[config.mk]
export PLATFORM = sky130hd
export DESIGN_NAME = block_dispatcher
export DESIGN_NICKNAME = d
export VERILOG_FILES = /design/src/rtl/dispatch_pkg.sv /design/src/rtl/occ_slot_counter.sv /design/src/rtl/rr_slot_picker.sv /design/src/rtl/block_dispatcher.sv
export SDC_FILE = /design/constraint.sdc
export NUM_CORES = 1
export LEC_CHECK = 0
export ABC_CLOCK_PERIOD_IN_PS = 4050
export BUFFER_PORTS_ARGS = -buffer_cell sky130_fd_sc_hd__buf_2
export CORE_AREA = 2 2 103 55
export CTS_BUF_LIST = sky130_fd_sc_hd__clkbuf_8 sky130_fd_sc_hd__clkbuf_16
export CTS_CLUSTER_SIZE = 25
export DETAILED_ROUTE_END_ITERATION = 8
export DIE_AREA = 0 0 105 57
export GPL_TIMING_DRIVEN = 0
export MAX_ROUTING_LAYER = met4
export PLACE_DENSITY = 0.74
export SKIP_CTS_REPAIR_TIMING = 1
export SLEW_MARGIN = 30
export SYNTH_ARGS = -nofsm -noshare
export SYNTH_HDL_FRONTEND = slang
export SYNTH_SLANG_ARGS = --single-unit
[constraint.sdc]
create_clock -name clk -period 4.05 [get_ports clk]
set_input_delay 0.6075 -clock clk [delete_from_list [all_inputs] [get_ports clk]]
set_output_delay 0.6075 -clock clk [all_outputs]
set_load 0.005 [all_outputs]
[src/rtl/dispatch_pkg.sv]
package dispatch_pkg;

  // Advance a cluster index by one with wraparound.
  function automatic int next_index(input int idx, input int count);
    int r;
    r = idx + 1;
    if (r >= count) r = 0;
    return r;
  endfunction

  // Add an offset to a cluster index with wraparound (offset < count).
  function automatic int offset_index(input int base, input int ofs, input int count);
    int r;
    r = base + ofs;
    if (r >= count) r = r - count;
    return r;
  endfunction

endpackage

[src/rtl/occ_slot_counter.sv]
module occ_slot_counter #(
  parameter int SLOTS = 8
) (
  input  logic clk,
  input  logic rst_n,
  input  logic inc,
  input  logic dec_req,
  output logic has_room,
  output logic busy
);
  localparam int CNT_W = $clog2(SLOTS + 1);
  localparam logic [CNT_W-1:0] LIMIT = CNT_W'(SLOTS);

  logic [CNT_W-1:0] count_q, count_d;
  logic             dec;
  logic             cnt_en;

  always_comb begin
    dec    = dec_req && (count_q != '0);
    cnt_en = inc ^ dec;
    count_d = count_q;
    if (inc && !dec)      count_d = count_q + 1'b1;
    else if (dec && !inc) count_d = count_q - 1'b1;
  end

  always_ff @(posedge clk or negedge rst_n) begin
    if (!rst_n)      count_q <= '0;
    else if (cnt_en) count_q <= count_d;
  end

  assign has_room = (count_q < LIMIT);
  assign busy     = (count_q != '0);

  assert_no_overflow_R3: assert property (@(posedge clk) disable iff (!rst_n)
    count_q <= LIMIT);

  assert_no_inc_when_full_R3: assert property (@(posedge clk) disable iff (!rst_n)
    (count_q == LIMIT) |-> !inc || dec_req);

  assert_empty_completion_ignored_R8: assert property (@(posedge clk) disable iff (!rst_n)
    (dec_req && !inc && count_q == '0) |=> (count_q == '0));

  assert_same_cycle_hold_R7: assert property (@(posedge clk) disable iff (!rst_n)
    (inc && dec_req && count_q != '0) |=> $stable(count_q));

endmodule

[src/rtl/rr_slot_picker.sv]
module rr_slot_picker
  import dispatch_pkg::*;
#(
  parameter int N_CLUSTERS = 4,
  parameter int CL_W       = 2
) (
  input  logic [N_CLUSTERS-1:0] free,
  input  logic [CL_W-1:0]       start,
  output logic                  found,
  output logic [CL_W-1:0]       pick
);

  always_comb begin
    found = 1'b0;
    pick  = '0;
    for (int k = 0; k < N_CLUSTERS; k++) begin
      int idx;
      idx = offset_index(int'(start), k, N_CLUSTERS);
      if (!found && free[idx]) begin
        found = 1'b1;
        pick  = CL_W'(idx);
      end
    end
  end

  always_comb begin
    if (found) assert_pick_has_room_R3: assert (free[pick]);
    if (free[start]) assert_pick_start_first_R4: assert (!found || pick == start);
  end

endmodule

[src/rtl/block_dispatcher.sv]
module block_dispatcher
  import dispatch_pkg::*;
#(
  parameter int N_CLUSTERS = 4,
  parameter int SLOTS      = 8,
  parameter int BLOCK_W    = 16,
  parameter int GRID_W     = 4,
  parameter int CL_W       = (N_CLUSTERS > 1) ? $clog2(N_CLUSTERS) : 1
) (
  input  logic                  clk,
  input  logic                  rst_n,
  input  logic                  in_valid,
  output logic                  in_ready,
  input  logic [BLOCK_W-1:0]    in_block_id,
  input  logic [GRID_W-1:0]     in_grid_id,
  output logic                  asg_valid,
  output logic [CL_W-1:0]       asg_cluster,
  output logic [BLOCK_W-1:0]    asg_block_id,
  output logic [GRID_W-1:0]     asg_grid_id,
  input  logic                  cmp_valid,
  input  logic [CL_W-1:0]       cmp_cluster,
  output logic [N_CLUSTERS-1:0] cluster_busy,
  output logic                  all_idle
);

  logic [N_CLUSTERS-1:0] free;
  logic                  found;
  logic [CL_W-1:0]       pick;
  logic                  accept;
  logic [CL_W-1:0]       ptr_q, ptr_d;

  // Round-robin choice among clusters with room
  rr_slot_picker #(
    .N_CLUSTERS (N_CLUSTERS),
    .CL_W       (CL_W)
  ) u_picker (
    .free  (free),
    .start (ptr_q),
    .found (found),
    .pick  (pick)
  );

  assign in_ready = found;
  assign accept   = in_valid && found;

  // One occupancy counter per cluster
  for (genvar i = 0; i < N_CLUSTERS; i++) begin : g_cluster
    logic inc_i, dec_i;
    assign inc_i = accept && (pick == CL_W'(i));
    assign dec_i = cmp_valid && (cmp_cluster == CL_W'(i));
    occ_slot_counter #(
      .SLOTS (SLOTS)
    ) u_occ (
      .clk      (clk),
      .rst_n    (rst_n),
      .inc      (inc_i),
      .dec_req  (dec_i),
      .has_room (free[i]),
      .busy     (cluster_busy[i])
    );
  end

  // Pointer next state: one past the cluster just chosen
  always_comb begin
    ptr_d = ptr_q;
    if (accept) ptr_d = CL_W'(next_index(int'(pick), N_CLUSTERS));
  end

  always_ff @(posedge clk or negedge rst_n) begin
    if (!rst_n)      ptr_q <= '0;
    else if (accept) ptr_q <= ptr_d;
  end

  // Assignment record registers
  always_ff @(posedge clk or negedge rst_n) begin
    if (!rst_n) asg_valid <= 1'b0;
    else        asg_valid <= accept;
  end

  always_ff @(posedge clk or negedge rst_n) begin
    if (!rst_n) begin
      asg_cluster  <= '0;
      asg_block_id <= '0;
      asg_grid_id  <= '0;
    end else if (accept) begin
      asg_cluster  <= pick;
      asg_block_id <= in_block_id;
      asg_grid_id  <= in_grid_id;
    end
  end

  assign all_idle = ~(|cluster_busy) && !in_valid;

  assert_accept_gives_record_R2: assert property (@(posedge clk) disable iff (!rst_n)
    (in_valid && in_ready) |=> asg_valid && asg_block_id == $past(in_block_id)
                               && asg_grid_id == $past(in_grid_id));

  assert_record_needs_accept_R2: assert property (@(posedge clk) disable iff (!rst_n)
    asg_valid |-> $past(in_valid && in_ready));

  assert_no_dispatch_when_full_R5: assert property (@(posedge clk) disable iff (!rst_n)
    !in_ready |=> !asg_valid);

  assert_record_lands_busy_R9: assert property (@(posedge clk) disable iff (!rst_n)
    asg_valid |-> cluster_busy[asg_cluster]);

endmodule

==> impl_metrics.json <==
{
  "status": "finished clean",
  "vias_in_the_first_global_route": 1708,
  "switching_share_pct": 39.9,
  "synth_register_bits": 41,
  "relSlewSlack_pct": 65.3,
  "cell_variety_after_synth": 41,
  "internal_power_mw": 1.30,
  "syn-mean-instance-area_um2": 11.6,
  "h_tree_levels": 2,
  "areaGrowthSynthToFinish_pct": 19.6,
  "leading_post_synthesis_cells_by_cell_area": "sky130_fd_sc_hd__dfrtp_1 (42%), sky130_fd_sc_hd__mux2_4 (12%), sky130_fd_sc_hd__ha_1 (8.1%)",
  "vdd_ir_drop_max_uv": 371,
  "maxClockFrequency_ghz": 0.306,
  "gr-usage-met3_pct": 4.57,
  "layout.cells.non_filler": 348,
  "critPathArrivalTime_ns": 3.44,
  "share_of_synthesized_registers_carrying_an_async_set_or_reset_pct": 100,
  "synthCells": 213,
  "worst_slew_pin_tran_ns": 0.521,
  "pin_count_of_the_biggest_net_entering_global_routing": 42,
  "gp_routability_congestion": 0.846,
  "minimum_clock_period_ns": 3.27,
  "yosysWarningCount": 0,
  "synthesis.nets": 259,
  "num_io_pins": 55,
  "detail-route-antenna-nets": 0,
  "critical_path_start_type": "flip-flop",
  "netlist_area_um2": 2470,
  "grt.met2_usage_pct": 24.3,
  "total_switching_power_uw": 862,
  "critPathKind": "flip-flop to flip-flop",
  "grtUsageTotal_pct": 17.7,
  "post-route-period-util_pct": 80.8,
  "post_route_utilization_pct": 57.0,
  "timing.clock.skew_ns": 0.00220,
  "fp.coreArea_um2": 5180,
  "cts_sinks": 41,
  "vias": 1852,
  "hold_viol": 0,
  "wl_per_cell_um": 13.8,
  "clkLatencyLatePin_ns": 0.29,
  "drv_cap": 0,
  "setup.worst_path.end_class": "flip-flop",
  "numPortBuffers": 54,
  "drv_slew": 0,
  "clk_pin_slew_ns": 0.08,
  "antenna_cells": 0,
  "timing.critical_path.required_ns": 4.22,
  "drt_first_pass_iters": 4,
  "top_usage_layer": "met1",
  "via_density_per_instance": 5.32,
  "die_x_um": 105,
  "clock_power_share_pct": 16.0,
  "sequentialPowerShare_pct": 31.5,
  "die_h_um": 57,
  "drt_iter0_markers": 79,
  "global_route.usage.met1_pct": 25.8,
  "die_area_um2": 5990,
  "clockBufferDepth": 2,
  "total_power_mw": 2.16,
  "initial_utilization_pct": 47.6,
  "cts_inserted_buffers": 5,
  "synth_top_flop_cell": "sky130_fd_sc_hd__dfrtp_1",
  "fin_hold_ws_ns": 0.277,
  "cts_tree": "done",
  "synth.yosys.seq_area_share_pct": 41.6,
  "drive_gt1_share_pct": 37.1,
  "wl_um": 4800,
  "overflow": 0,
  "comb_power_share_pct": 52.5,
  "cts_root_buf": "sky130_fd_sc_hd__clkbuf_8",
  "remaining_drc_errors": 0,
  "final_net_count": 320,
  "min-delay-path-class": "input port to async pin",
  "yosys.area.top_type": "sky130_fd_sc_hd__dfrtp_1",
  "worstPathMaxFanout": 8,
  "row_count": 19,
  "post-place-cells": 340,
  "setup_viol": 0,
  "dp_hpwl_um": 3580,
  "pwr_density_cell_nw_per_um2": 731,
  "layout.filler_cells": 474,
  "power.leakage_nw": 1.33,
  "grt_pass1_wl_um": 8120,
  "unrepaired_setup_endpoints_after_global_routing": "no",
  "synth_edf_count": 0,
  "grt_antenna_before_repair": 0,
  "totalNegativeSetupSlack_ns": 0,
  "synthDominantCellAreaShare_pct": 41.6
}
==> worst paths after layout <==
kind                                                      startpoint                                        end  slack (ns)  depth (start not counted)
setup / recovery           g_cluster[3].u_occ.count_q[3]$_DFFE_PN0P_  g_cluster[2].u_occ.count_q[3]$_DFFE_PN0P_        0.78                         11
hold / removal                                                 rst_n  g_cluster[0].u_occ.count_q[0]$_DFFE_PN0P_        0.28                          1
setup reg to reg           g_cluster[3].u_occ.count_q[3]$_DFFE_PN0P_  g_cluster[2].u_occ.count_q[3]$_DFFE_PN0P_        0.78                         11
hold reg to reg                           asg_cluster[0]$_DFFE_PN0P_                 asg_cluster[0]$_DFFE_PN0P_        0.49                          1
max in group asynchronous                                      rst_n               asg_block_id[15]$_DFFE_PN0P_        3.40                          1
min in group clk                          asg_cluster[0]$_DFFE_PN0P_                 asg_cluster[0]$_DFFE_PN0P_        0.49                          1
==> state kept, by name (all words and copies together) (netlist names) <==
name / flops
asg_block_id: 16
asg_grid_id: 4
ptr_q: 2
g_cluster.u_occ.count_q: 16
asg_cluster: 2
asg_valid: 1
==> cells in the mapped netlist (all sizes together), types with 3 or more instances <==
| master | n |
|---|---|
| a2111o | 4 |
| a21oi | 10 |
| and3 | 5 |
| buf | 9 |
| clkbuf | 4 |
| dfrtp | 41 |
| fa | 4 |
| ha | 16 |
| inv | 8 |
| mux2 | 25 |
| mux2i | 4 |
| nand2 | 10 |
| nand3 | 9 |
| nand3b | 4 |
| nand4 | 3 |
| nor2 | 4 |
| nor3 | 4 |
| nor4 | 4 |
| o211ai | 8 |
| o21ai | 6 |
| or3 | 4 |
| or4 | 5 |
| xnor2 | 8 |
==> logic make-up (layout without fill, tap and decap cells) <==
| kind of cell | after synthesis | after routing | share of synthesized area (%) |
|---|---|---|---|
| AOI/OAI and AO/OA | 34 | 34 | 9.48 |
| xor gates and xnor gates | 8 | 8 | 2.84 |
| and+or+nand+nor | 60 | 60 | 14.3 |
| adders and majority gates | 20 | 20 | 11.4 |
| DFF | 41 | 41 | 41.6 |
| muxes | 29 | 29 | 15.9 |
| buffers and inverters | 21 | 83 | 4.56 |
==> layout by cell type, fill, tap and decap left out, drive strengths merged, types with 6 or more instances in the layout <==
cell type  synthesis  routed
mux2              25      25
o21ai              6       6
inv                8       8
buf                9      63
clkbuf             4      10
ha                16      16
nand2             10      10
a21oi             10      10
dfrtp             41      41
xnor2              8       8
o211ai             8       8
nand3              9       9
==> area by class of cell <==
| cell class | instances | area (um^2) | area share, % |
|---|---|---|---|
| Buffer | 13 | 82.6 | 2.80 |
| Clock buffer | 6 | 82.6 | 2.80 |
| Clock inverter | 2 | 37.5 | 1.27 |
| Inverter | 8 | 30.0 | 1.02 |
| Multi-Input combinational cell | 151 | 1330 | 45.0 |
| Sequential cell | 41 | 1030 | 34.7 |
| Tap cell | 73 | 91.3 | 3.09 |
| Timing Repair Buffer | 54 | 273 | 9.24 |
==> per-stage QoR <==
step	instance area (um^2)	worst slack, ns
5_1_grt	2950	0.577
3_5_place_dp	2830	0.851
2_1_floorplan	2470	1.22
3_3_place_gp	2830	0.928
6_report	2950	0.778
4_1_cts	2950	0.832
==> layer usage <==
layer	wire (um)	vias to the layer above
li1	-	910
met1	2530	897
met2	2010	41
met3	228	4
met4	30	0
met5	0	-
==> power groups by stage <==
stage | Combinational (mW) | Sequential (mW) | Clock [mW]
2_1_floorplan | 0.868 | 0.663 | 0
3_3_place_gp | 1.09 | 0.685 | 0
3_5_place_dp | 1.13 | 0.687 | 0
4_1_cts | 1.13 | 0.681 | 0.352
5_1_grt | 1.28 | 0.707 | 0.370
6_report | 1.14 | 0.680 | 0.345
==> critical path: stages, from the launching register on <==
cell and delay [ns]:
sky130_fd_sc_hd__dfrtp_1 0.47, sky130_fd_sc_hd__nor2b_1 0.17, sky130_fd_sc_hd__o21ai_0 0.34, sky130_fd_sc_hd__nand4_1 0.25, sky130_fd_sc_hd__ha_1 0.26, sky130_fd_sc_hd__and3_1 0.17, sky130_fd_sc_hd__ha_1 0.27, sky130_fd_sc_hd__inv_1 0.17
sky130_fd_sc_hd__ha_1 0.31, sky130_fd_sc_hd__or4_1 0.52, sky130_fd_sc_hd__o211ai_1 0.12, sky130_fd_sc_hd__o211ai_1 0.11
Note: power is estimated with default switching activity, not from simulation.
